### src/rtl/membership_pkg.sv
package membership_pkg;
  localparam int unsigned STAGES = 3;

  typedef struct packed {
    logic ldDist;
    logic ldSquare;
    logic ldResult;
  } stageStrobe_t;
endpackage

### src/rtl/membership_ctrl.sv
module membership_ctrl
  import membership_pkg::*;
(
  input  logic         clk,
  input  logic         rstN,
  input  logic         inValid,
  output stageStrobe_t strobe,
  output logic         outValid
);
  logic [STAGES-1:0] validPipe;

  always_ff @(posedge clk or negedge rstN) begin
    if (!rstN) validPipe <= '0;
    else       validPipe <= {validPipe[STAGES-2:0], inValid};
  end

  always_comb begin
    strobe.ldDist   = inValid;
    strobe.ldSquare = validPipe[0];
    strobe.ldResult = validPipe[1];
  end

  assign outValid = validPipe[STAGES-1];
endmodule

### src/rtl/membership_datapath.sv
module membership_datapath
  import membership_pkg::*;
#(
  parameter int unsigned PIX_W = 8
) (
  input  logic             clk,
  input  logic             rstN,
  input  stageStrobe_t     strobe,
  input  logic [PIX_W-1:0] pixel,
  input  logic [PIX_W-1:0] center1,
  input  logic [PIX_W-1:0] center2,
  input  logic             initMode,
  output logic [PIX_W-1:0] membership
);
  localparam int unsigned SQ_W   = 2 * PIX_W;
  localparam int unsigned SUM_W  = SQ_W + 1;
  localparam int unsigned DIVD_W = SQ_W + PIX_W;
  localparam int unsigned REM_W  = SUM_W + 1;
  localparam logic [PIX_W-1:0] PIX_MAX = {PIX_W{1'b1}};
  localparam logic [PIX_W-1:0] PIX_HALF = PIX_W'(1) << (PIX_W - 1);

  // stage 1: effective centers and absolute distances
  logic [PIX_W-1:0] effC1, effC2, dist1D, dist2D;
  logic [PIX_W-1:0] dist1Q, dist2Q;

  always_comb begin
    effC1  = initMode ? '0 : center1;
    effC2  = initMode ? PIX_MAX : center2;
    dist1D = (pixel > effC1) ? pixel - effC1 : effC1 - pixel;
    dist2D = (pixel > effC2) ? pixel - effC2 : effC2 - pixel;
  end

  always_ff @(posedge clk or negedge rstN) begin
    if (!rstN) begin
      dist1Q <= '0;
      dist2Q <= '0;
    end else if (strobe.ldDist) begin
      dist1Q <= dist1D;
      dist2Q <= dist2D;
    end
  end

  // stage 2: squares
  logic [SQ_W-1:0] sq1Q, sq2Q;

  always_ff @(posedge clk or negedge rstN) begin
    if (!rstN) begin
      sq1Q <= '0;
      sq2Q <= '0;
    end else if (strobe.ldSquare) begin
      sq1Q <= SQ_W'(dist1Q) * SQ_W'(dist1Q);
      sq2Q <= SQ_W'(dist2Q) * SQ_W'(dist2Q);
    end
  end

  // stage 3: restoring division of (sq2 << PIX_W) by (sq1 + sq2)
  logic [SUM_W-1:0]  divisor;
  logic [DIVD_W-1:0] dividend, quotient;
  logic [REM_W-1:0]  remainder;
  logic [PIX_W-1:0]  ratio;

  always_comb begin
    divisor   = SUM_W'(sq1Q) + SUM_W'(sq2Q);
    dividend  = {sq2Q, {PIX_W{1'b0}}};
    remainder = '0;
    quotient  = '0;
    for (int i = DIVD_W - 1; i >= 0; i--) begin
      remainder = {remainder[REM_W-2:0], dividend[i]};
      if (remainder >= REM_W'(divisor)) begin
        remainder   = remainder - REM_W'(divisor);
        quotient[i] = 1'b1;
      end
    end
    if (divisor == '0)
      ratio = PIX_HALF;
    else if (quotient > DIVD_W'(PIX_MAX))
      ratio = PIX_MAX;
    else
      ratio = quotient[PIX_W-1:0];
  end

  always_ff @(posedge clk or negedge rstN) begin
    if (!rstN)                 membership <= '0;
    else if (strobe.ldResult)  membership <= ratio;
  end
endmodule

### src/rtl/membership_update.sv
module membership_update
  import membership_pkg::*;
#(
  parameter int unsigned PIX_W = 8
) (
  input  logic             clk,
  input  logic             rstN,
  input  logic             inValid,
  input  logic [PIX_W-1:0] pixel,
  input  logic [PIX_W-1:0] center1,
  input  logic [PIX_W-1:0] center2,
  input  logic             initMode,
  output logic             outValid,
  output logic [PIX_W-1:0] membership
);
  stageStrobe_t strobe;

  membership_ctrl i_ctrl (
    .clk      (clk),
    .rstN     (rstN),
    .inValid  (inValid),
    .strobe   (strobe),
    .outValid (outValid)
  );

  membership_datapath #(.PIX_W(PIX_W)) i_datapath (
    .clk        (clk),
    .rstN       (rstN),
    .strobe     (strobe),
    .pixel      (pixel),
    .center1    (center1),
    .center2    (center2),
    .initMode   (initMode),
    .membership (membership)
  );
endmodule

### config.mk
export PLATFORM = sky130hd
export DESIGN_NAME = membership_update
export DESIGN_NICKNAME = d
export VERILOG_FILES = /design/src/rtl/membership_pkg.sv /design/src/rtl/membership_ctrl.sv /design/src/rtl/membership_datapath.sv /design/src/rtl/membership_update.sv
export SDC_FILE = /design/constraint.sdc
export NUM_CORES = 1
export LEC_CHECK = 0
export ABC_AREA = 1
export BUFFER_PORTS_ARGS = -buffer_cell sky130_fd_sc_hd__buf_2
export CORE_ASPECT_RATIO = 0.5
export CORE_MARGIN = 1
export CORE_UTILIZATION = 45
export CTS_CLUSTER_DIAMETER = 60
export DETAILED_ROUTE_END_ITERATION = 10
export MAX_ROUTING_LAYER = met4
export PLACE_DENSITY = 0.61
export SYNTH_ARGS = -nofsm -noshare
export SYNTH_HDL_FRONTEND = slang
export SYNTH_SLANG_ARGS = --single-unit
### constraint.sdc
create_clock -name clk -period 112.3 [get_ports clk]
set_clock_uncertainty 0.1 [all_clocks]
set_input_delay 5.615 -clock clk [delete_from_list [all_inputs] [get_ports clk]]
set_output_delay 5.615 -clock clk [all_outputs]
set_load 0.005 [all_outputs]
Word-level counts from Yosys, hierarchy flattened

Cells that the tools add are included.

Word-level logic and storage cells: 117
Memory bits (writable): 0
ROM bits: 0
Memories: 0
Bits of input ports: 28
Bits in latches: 0
Bits in registers: 59

Shift-type cells: 0
Order comparisons: 27
Eq/ne operators: 0
Divide/modulo/power cells: 0
Add/subtract/negate cells: 28
$mul: 2
Muxes and demuxes: 53
Bitwise logic cells: 0
Reductions and logical operators: 1

Operators with widths:

| cell                                                | count |
|---|---|
| greater-or-equal comparator 18 x 17 -> 1 bit        | 23 |
| two-way mux 17 bit                                  | 23 |
| subtractor 17 bit                                   | 22 |
| two-way mux 8 bit                                   | 6 |
| multiplier 8 x 8 -> 16 bit                          | 2 |
| subtractor 8 bit                                    | 4 |
| > comparator 24 x 8 -> 1 bit, second input constant | 1 |
| two-way mux 1 bit                                   | 24 |
| adder 16 x 16 -> 17 bit                             | 1 |
| greater-or-equal comparator 1 x 17 -> 1 bit         | 1 |
| logical NOT 17 bit                                  | 1 |
| subtractor 1 x 17 -> 17 bit                         | 1 |
| > comparator 8 bit                                  | 2 |

Depth between registers and ports, before layout

Gate-level depths: netlist of the first run.

Word-level depth: 52
Depth in mapped cells: 427

Cells and area by module

From an unflattened synthesis of the first run, not the netlist that was laid out.

Cell total of the unflattened synthesis: 4,558
Area total of the unflattened synthesis: 28,757.6 µm²

By module, submodules not included:

| module              | seq. area each (µm²) | instances | cells an instance | area an instance (µm²) |
|---|---|---|---|---|
| membership_datapath | 1,351.3              | 1         | 4,554             | 28,675.0 |
| membership_ctrl     | 75.1                 | 1         | 4                 | 82.6 |

Worst setup path before layout of the first run

Ideal clock, no wire load.

Path kind: register to register
From: register i_datapath.sq2Q[0]
To: register i_datapath.membership[0]
Arrival: 61,595 ps
Setup time: 116 ps
Stages on the path, launching flop included: 407
Data required time: 112,084 ps
Slack: 50,489 ps
Path through: dfrtp_1 > ha_1 > inv_2 > nand2_1 > nor2_1 > nand2_1 > nor2_1 > nand2_1 > nor2_1 > nand3_2 > nor2_4 > nand3_2 > nand2_2 > nand3_4 > buf_4 > inv_1 > ha_1 > a21oi_1 > [... 371 more ...] > nand2_4 > nand2_4 > inv_2 > buf_2 > nand2_1 > o21ai_1 > ha_1 > a21oi_1 > nor2_1 > a211oi_1 > o221a_2 > nand2_1 > nand2_1 > nand2_1 > nand2_1 > nand2_1 > nand2_1 > nand2_1

Word-level cells in the longest chain between the ends: 52
Elaborated cells on any way between the ends: 99
Those cells by class: add/sub (24); order compare (25); mux (49); reduce/logical (1)

Ends and longest elaborated chain:

| element                                                                                           | line                                                 | source |
|---|---|---|
| from (decl)                                                                                       | membership_datapath.sv:44                            | `logic [SQ_W-1:0] sq1Q, sq2Q;` |
| from (signal assigned)                                                                            | membership_datapath.sv:52                            | `sq2Q <= SQ_W'(dist2Q) * SQ_W'(dist2Q);` |
| adder 16 x 16 -> 17 bit                                                                           | membership_datapath.sv:63                            | `divisor = SUM_W'(sq1Q) + SUM_W'(sq2Q);` |
| subtractor 1 x 17 -> 17 bit / greater-or-equal comparator 1 x 17 -> 1 bit (equally long branches) | membership_datapath.sv:70, membership_datapath.sv:69 |  |
| two-way mux 17 bit                                                                                | membership_datapath.sv:69                            | `if (remainder >= REM_W'(divisor)) begin` |
| subtractor 17 bit / greater-or-equal comparator 18 x 17 -> 1 bit (equally long branches)          | membership_datapath.sv:70, membership_datapath.sv:69 |  |
| two-way mux 17 bit                                                                                | membership_datapath.sv:69                            |  |
| subtractor 17 bit / greater-or-equal comparator 18 x 17 -> 1 bit (equally long branches)          | membership_datapath.sv:70, membership_datapath.sv:69 |  |
| two-way mux 17 bit                                                                                | membership_datapath.sv:69                            |  |
| subtractor 17 bit / greater-or-equal comparator 18 x 17 -> 1 bit (equally long branches)          | membership_datapath.sv:70, membership_datapath.sv:69 |  |
| [... 36 more ...]                                                                                 | -                                                    |  |
| two-way mux 17 bit                                                                                | membership_datapath.sv:69                            |  |
| subtractor 17 bit / greater-or-equal comparator 18 x 17 -> 1 bit (equally long branches)          | membership_datapath.sv:70, membership_datapath.sv:69 |  |
| two-way mux 17 bit                                                                                | membership_datapath.sv:69                            |  |
| greater-or-equal comparator 18 x 17 -> 1 bit                                                      | membership_datapath.sv:69                            |  |
| two-way mux 1 bit                                                                                 | membership_datapath.sv:69                            |  |
| > comparator 24 x 8 -> 1 bit                                                                      | membership_datapath.sv:76                            | `else if (quotient > DIVD_W'(PIX_MAX))` |
| two-way mux 8 bit                                                                                 | membership_datapath.sv:76                            |  |
| two-way mux 8 bit *                                                                               | membership_datapath.sv:74                            | `if (divisor == '0)` |
| to (signal assigned)                                                                              | membership_datapath.sv:84                            | `else if (strobe.ldResult) membership <= ratio;` |
| to (decl)                                                                                         | membership_datapath.sv:13                            | `output logic [PIX_W-1:0] membership` |

Every way passes the cells marked *; elsewhere a longest branch is shown, timed or not.
A chain may end at the register's enable or synchronous reset.

Worst setup path after layout of the first run

From: register i_datapath.sq2Q[3]
To: register i_datapath.membership[0]

Word-level cells in the longest chain between the ends: 52
Elaborated cells on any way between the ends: 99
Those cells by class: add/sub (24); order compare (25); mux (49); reduce/logical (1)

Ends and longest elaborated chain:

| element                                                                                           | line |
|---|---|
| adder 16 x 16 -> 17 bit                                                                           | membership_datapath.sv:63 |
| subtractor 1 x 17 -> 17 bit / greater-or-equal comparator 1 x 17 -> 1 bit (equally long branches) | membership_datapath.sv:70, membership_datapath.sv:69 |
| two-way mux 17 bit                                                                                | membership_datapath.sv:69 |
| subtractor 17 bit / greater-or-equal comparator 18 x 17 -> 1 bit (equally long branches)          | membership_datapath.sv:70, membership_datapath.sv:69 |
| two-way mux 17 bit                                                                                | membership_datapath.sv:69 |
| subtractor 17 bit / greater-or-equal comparator 18 x 17 -> 1 bit (equally long branches)          | membership_datapath.sv:70, membership_datapath.sv:69 |
| two-way mux 17 bit                                                                                | membership_datapath.sv:69 |
| subtractor 17 bit / greater-or-equal comparator 18 x 17 -> 1 bit (equally long branches)          | membership_datapath.sv:70, membership_datapath.sv:69 |
| [... 36 more ...]                                                                                 | - |
| two-way mux 17 bit                                                                                | membership_datapath.sv:69 |
| subtractor 17 bit / greater-or-equal comparator 18 x 17 -> 1 bit (equally long branches)          | membership_datapath.sv:70, membership_datapath.sv:69 |
| two-way mux 17 bit                                                                                | membership_datapath.sv:69 |
| greater-or-equal comparator 18 x 17 -> 1 bit                                                      | membership_datapath.sv:69 |
| two-way mux 1 bit                                                                                 | membership_datapath.sv:69 |
| > comparator 24 x 8 -> 1 bit                                                                      | membership_datapath.sv:76 |
| two-way mux 8 bit                                                                                 | membership_datapath.sv:76 |
| two-way mux 8 bit *                                                                               | membership_datapath.sv:74 |

Marked as above.

==> reports/qor.yml, run 1 <==
drt-total-wl_um: 90400
crit_slowest_cell: "a21oi_1"
core_area_mm2: 0.0635
synth_mux_area_share_pct: 0.103
hold_viol: 0
ff2ff_setup_slack_ns: 38.23
ctsResizeCount: 0
crit_buf_inv: 31
crit_family: "compound AO/OA/AOI/OAI gates"
cts_buffers: 9
tightest_slew_ns: 1.08
routed_via_density: 5.41
cp-start-kind: "flop"
syn_area_mm2: 0.0291
via_count: 29542
fin_crit_ns: 74.07
start_util_pct: 45.9
grt_max_degree: 58
yosysSeqAreaShare_pct: 4.90
syn_to_final_growth_pct: 3.91
clkLatencyLatePin_ns: 0.37
synth_compound_area_share_pct: 18.8
dp_slack_ns: 39.39
io_buffer_count: 36
ys_ff_latch: 57
htreeDepth: 3
cp.required_ns: 112.47
dpl.hpwl_um: 72100
die_x_um: 362
drive_above_1_share_pct: 5.10
remaining_drc_errors: 0
n_fill_cell: 6636
synth_edf_count: 0
num_rows: 65
rsz0062_at_grt: "no"
synthXorXnorAreaFrac_pct: 10.9
cts_hold_buf: 0
die_y_um: 182
synthFlopType: "dfrtp_1"
antenna_found_initial: 1
path_clk_slew_ns: 0.07
yosysUniqueCellTypes: 68
slew_headroom_pct: 28.2
finalCritPeriodShare_pct: 66.0
dieArea_mm2: 0.0658
critPathMaxFanout: 25
grt_pass1_wl_um: 145000
syn-instance-count: 4615
cts_buffer_depth: 2
worst_ep_arrival_time_ns: 74.24
crit_top_cell: "nand2_1"
hp-class: "reg -> reg"
synth_top_area_share_pct: 20.9
grt_pass1_vias: 28057
fmax_ghz: 0.0135
drt_iter0_markers: 1867
tns_ns: 0
grt_usage_pct: 28.0
place_congestion: 0.972
slowest_delay_ns: 0.83
cts_setup_buffers: 0
multiInputGateArea_mm2: 0.0243
setup_violations: 0
synth.largest_area_cell: "ha_1"
ios: 37
maxSlewViolCount: 0
synthArstFlopShare_pct: 100
firstDrtPassIters: 5
yosysWarnings: 0
cts_root_buf: "clkbuf_16"
status: "complete, no violations"
cts_sinks: 57
cts_tree: "yes"
drv_cap: 0
ff_latch_area_mm2: 0.00143
synth_top_family_by_area: "simple AND/OR/NAND/NOR gates"
synth-adder-area-share_pct: 25.7
yosys-top-cells-count: "nand2_1, inv_1, ha_1"
synth.area.top_cells: "ha_1, nand2_1, inv_1, xor2_1, a21oi_1"
avgSynthCellArea_um2: 6.31
routedWlPerCell_um: 16.6
worst-setup-path-type: "reg -> reg"
endpoint_kind: "flop"
synth_simple_gate_area_share_pct: 27.9
overflow: 0
synth.most_common_cell: "nand2_1"
antenna_left: 0
whs_ns: 0.376
finalNetCount: 5164
worst_slack_ns: 38.23
## logic make-up after synthesis
logic type | count (synthesis)
AOI/OAI and AO/OA | 954
xor gates and xnor gates | 363
adders and majority gates | 557
muxes | 3
other | 1
DFF | 57
and+or+nand+nor | 1836
buffers and inverters | 844
## flip-flops by register name (all words and copies together) (netlist names)
| signal | count |
|---|---|
| i_datapath.membership | 8 |
| i_datapath.sq1Q | 15 |
| i_datapath.dist2Q | 8 |
| i_ctrl.validPipe | 3 |
| i_datapath.sq2Q | 15 |
| i_datapath.dist1Q | 8 |
## cell type report
type | count | area share (%)
Tap cell | 871 | 3.60
Clock inverter | 7 | 0.256
Timing Repair Buffer | 58 | 1.14
Inverter | 738 | 9.15
Clock buffer | 9 | 0.744
Multi-Input combinational cell | 3715 | 80.4
Sequential cell | 57 | 4.71
Antenna cell | 1 | 0.00827
## stage by stage
stage | utilization, % | instance area (µm²) | cells
floorplan | - | 29100 | 4616
global placement | 47.2 | 30000 | 5439
detailed placement | 47.2 | 30000 | 5439
CTS | 47.7 | 30300 | 5455
global route | 47.7 | 30300 | 5455
finish | 47.7 | 30300 | 5456
## metal layers
metal / share of wire (%) / track usage (%) / vias to the layer above
met4: 2.2 / 6.80 / 0
met2: 44 / 45.1 / 809
met5: 0 / - / -
met1: 48 / 37.7 / 13482
met3: 6.0 / 2.52 / 141
li1: - / - / 15110
## tightest hold or removal path, stage by stage, from the launching register on
cell and delay [ns]:
dfrtp_1 0.34, nand2_1 0.05, nand2_1 0.06
## layout by cell type, fill, tap and decap left out, types with 6 or more instances in the layout
cell type / synthesis / layout
inv_2: 20 / 20
o21ai_1: 40 / 40
a221o_1: 20 / 20
nand2_1: 1198 / 1195
nand3_4: 12 / 12
buf_4: 19 / 22
dfrtp_1: 57 / 57
nor2_4: 6 / 6
o21a_1: 15 / 15
fa_1: 71 / 71
a31oi_1: 7 / 7
a21oi_1: 380 / 380
xnor2_1: 117 / 117
and2_1: 9 / 9
or2_2: 14 / 14
inv_1: 715 / 715
ha_1: 486 / 485
xor2_1: 246 / 246
nor2_1: 161 / 161
nand2_4: 13 / 13
o31ai_1: 19 / 19
o21ai_0: 298 / 298
nand3_2: 31 / 31
nand3b_1: 7 / 7
a21o_1: 21 / 21
a211oi_1: 10 / 10
nor4_1: 17 / 17
nand3_1: 253 / 253
nand2_2: 38 / 41
clkbuf_16: 0 / 9
nand4_1: 45 / 45
a21oi_2: 10 / 10
nor3_1: 24 / 24
buf_2: 21 / 36
o211ai_1: 8 / 8
o21bai_1: 85 / 85
## path summary, 6_finish.rpt
check | depth (start not counted) | end | start
worst max-delay path | 369 | i_datapath.membership[0] | i_datapath.sq2Q[3]
worst min-delay path | 2 | i_datapath.membership[2] | i_datapath.membership[2]
worst max register to register | 369 | i_datapath.membership[0] | i_datapath.sq2Q[3]
worst min register to register | 2 | i_datapath.membership[2] | i_datapath.membership[2]
max in group asynchronous | 2 | i_datapath.membership[3] | rstN
min in group asynchronous | 2 | i_datapath.dist1Q[5] | rstN
Power of run 1 is left out: the tool's default activity adds up to more than one toggle a clock period on the data nets, which glitch-free logic cannot reach.
==> inputs of run 2 (changes only) <==
--- a/config.mk
+++ b/config.mk
@@ -5,7 +5,7 @@
 export SDC_FILE = /design/constraint.sdc
 export NUM_CORES = 1
 export LEC_CHECK = 0
-export ABC_AREA = 1
+export ABC_AREA = 0
 export BUFFER_PORTS_ARGS = -buffer_cell sky130_fd_sc_hd__buf_2
 export CORE_ASPECT_RATIO = 0.5
 export CORE_MARGIN = 1
==> constraint.sdc (replaced) <==
create_clock -name clk -period 69.3 [get_ports clk]
set_clock_uncertainty 0.1 [all_clocks]
set_input_delay 3.465 -clock clk [delete_from_list [all_inputs] [get_ports clk]]
set_output_delay 3.465 -clock clk [all_outputs]
set_load 0.005 [all_outputs]
==> reports/qor.yml, run 2 <==
status: "complete, no violations"
worst-setup-path-type: "reg -> reg"
utilization_pct: 56.9  # +9.2 points
slowest_delay_ns: 0.63  # -0.20 ns
min_from: "i_ctrl.validPipe[1]"
yosysUniqueCellTypes: 115  # +69%
cts_buffers: 9  # unchanged
crit_buf_inv: 17  # -45%
antenna_found_initial: 1  # unchanged
core_area_mm2: 0.0638  # +0.38%
die_x_um: 363  # +0.33%
syn_to_final_growth_pct: 23.7
largest_registers: "i_datapath.sq1Q x15, i_datapath.sq2Q x15"
synth.area.top_cells: "ha_1, mux2_2, a21o_1, dfrtp_1, fa_1"
ff2ff_setup_slack_ns: 2.66  # -35.57 ns
drt-total-wl_um: 110000  # +22%
drv_cap: 0  # unchanged
hold_viol: 0  # unchanged
place_congestion: 1.03  # +5.9%
io_buffer_count: 36  # unchanged
cts_root_buf: "clkbuf_16"
die_y_um: 183  # +0.33%
remaining_drc_errors: 0  # unchanged
yosys-top-cells-count: "ha_1, nand2_1, nor2_1"
clkLatencyLatePin_ns: 0.38  # about the same
min_to: "i_ctrl.validPipe[2]"
tightest_slew_ns: 1.22  # +0.141 ns
via_count: 31227  # +5.7%
crit_family: "compound AO/OA/AOI/OAI gates"
firstDrtPassIters: 6  # +1
start_util_pct: 46.0  # +0.13 points
endpoint_kind: "flop"
n_fill_cell: 6043  # -8.9%
grt_pass1_wl_um: 165000  # +14%
grt_max_degree: 58  # unchanged
path_clk_slew_ns: 0.08  # about the same
finalCritPeriodShare_pct: 96.2  # +30 points
final_area_mm2: 0.0363  # +20%
layout_commonest_cell: "ha_1"
cts_hold_buf: 0  # unchanged
drt_iter0_markers: 2385  # +28%
overflow: 0  # unchanged
cts_sinks: 57  # unchanged
worst_ep_arrival_time_ns: 66.79  # -7.45 ns
crit_top_cell: "a21o_1"
critPathMaxFanout: 11  # -56%
fin_crit_ns: 66.64  # -7.43 ns
layout_common_cells: "ha_1, buf_4, nand2_1"
num_rows: 65  # unchanged
maxSlewViolCount: 0  # unchanged
synth.largest_area_cell: "ha_1"
dieArea_mm2: 0.0663  # +0.66%
cts_buffer_depth: 2  # unchanged
hp-class: "reg -> reg"
syn-instance-count: 3911  # -15%
synthFlopType: "dfrtp_1"
synthArstFlopShare_pct: 100  # unchanged
drive_above_1_share_pct: 24.9  # +20 points
finalNetCount: 4873  # -5.6%
dpl.hpwl_um: 84200  # +17%
syn_area_mm2: 0.0293  # +0.67%
avgSynthCellArea_um2: 7.50  # +19%
synth_edf_count: 0  # unchanged
critical_path_cell_count: 379  # +2.7%
r2r_end: "i_datapath.membership[0]"
cts_tree: "yes"
fmax_ghz: 0.0150  # +11%
routedWlPerCell_um: 21.4  # +29%
setup_violations: 0  # unchanged
ys_ff_latch: 57  # unchanged
cp.required_ns: 69.46  # -43.01 ns
grt_pass1_vias: 29369  # +4.7%
synth_top_area_share_pct: 20.7  # -0.14 points
cp-start-kind: "flop"
rr_worst_depth: 379  # +2.7%
hold_depth: 0  # -2
routed_via_density: 6.05  # +12%
crit_slowest_cell: "o31ai_1"
grt_usage_pct: 32.8  # +4.7 points
yosysWarnings: 0  # unchanged
placed_area_mm2: 0.0327  # +9.1%
slew_headroom_pct: 18.3  # -10 points
antenna_left: 0  # unchanged
yosysSeqAreaShare_pct: 4.86  # -0.032 points
htreeDepth: 3  # unchanged
timing.rr.start: "i_datapath.sq1Q[3]"
ios: 37  # unchanged
synth.most_common_cell: "ha_1"
==> run 2: cell types whose count changed after synthesis, sizes merged, moves of 74 or more <==
cell,previous run,this run
a21oi,392,258
nand2b,0,76
nand2,1249,335
inv,735,292
mux2,0,152
nand3,296,56
xor2,246,111
mux2i,3,83
a21o,21,201
o21ai,338,245
nor2,170,327
nor2b,0,74
==> run 2: worst max path at each step <==
stage	from	end	slack, ns
2_1_floorplan	i_datapath.sq2Q[4]	i_datapath.membership[0]	0.01
3_3_place_gp	i_datapath.sq2Q[3]	i_datapath.membership[0]	-0.14
3_5_place_dp	i_datapath.sq2Q[6]	i_datapath.membership[0]	-1.63
4_1_cts	i_datapath.sq2Q[3]	i_datapath.membership[0]	0.04
5_1_grt	i_datapath.sq1Q[3]	i_datapath.membership[0]	-0.80
6_report	i_datapath.sq1Q[3]	i_datapath.membership[0]	2.66
==> run 2: area by class of cell <==
type / count / area [µm²] / area share [%]
diodes: 1 / 2.50 / 0.00690
flip-flops and latches: 57 / 1430 / 3.95
clock buffers: 10 / 239 / 0.659
multi-input cells: 3470 / 28900 / 79.5
clock inverters: 6 / 67.6 / 0.186
well taps: 871 / 1090 / 3.00
repair buffers: 458 / 3490 / 9.61
inverters: 292 / 1110 / 3.05
==> run 2: kinds of logic (layout without fill, tap and decap cells) <==
kind of cell | count (synthesis) | in the layout | synth area share, %
compound gates | 1165 | 1167 | 26.6
xor+xnor | 266 | 266 | 7.97
fa+ha+maj | 559 | 559 | 25.6
buf+inv | 387 | 766 | 5.23
flops | 57 | 57 | 4.86
mux | 235 | 235 | 8.81
other cells | 1 | 3 | 0.0128
simple gates | 1241 | 1241 | 20.9
==> run 2: timing repair <==
action                                 in CTS  in global routing
gates cloned                                1                  3
setup endpoints to repair                   2                  3
gates resized for setup                    64                384
pin swaps                                  20                269
endpoints found under the hold margin       0                  0
buffers inserted                           25                137
==> run 2: metrics by stage <==
step | setup WS [ns] | hold WS, ns | TNS, ns | cells
floorplan | 0.0119 | 0.289 | 0 | 3912
detailed placement | -1.63 | 0.346 | -1.94 | 4982
global placement | -0.139 | 0.345 | -0.139 | 4982
finish | 2.66 | 0.362 | 0 | 5165
CTS | 0.0358 | 0.358 | 0 | 5024
global route | -0.803 | 0.377 | -0.803 | 5165
==> run 2: per-layer routing <==
metal | up-vias | wire length, µm | global-route usage, %
met2 | 1028 | 50600 | 53.6
met5 | - | 0 | -
li1 | 15002 | - | -
met4 | 0 | 3590 | 9.54
met3 | 208 | 7290 | 3.12
met1 | 14989 | 49000 | 42.8
Power of run 2 is left out for the same reason.
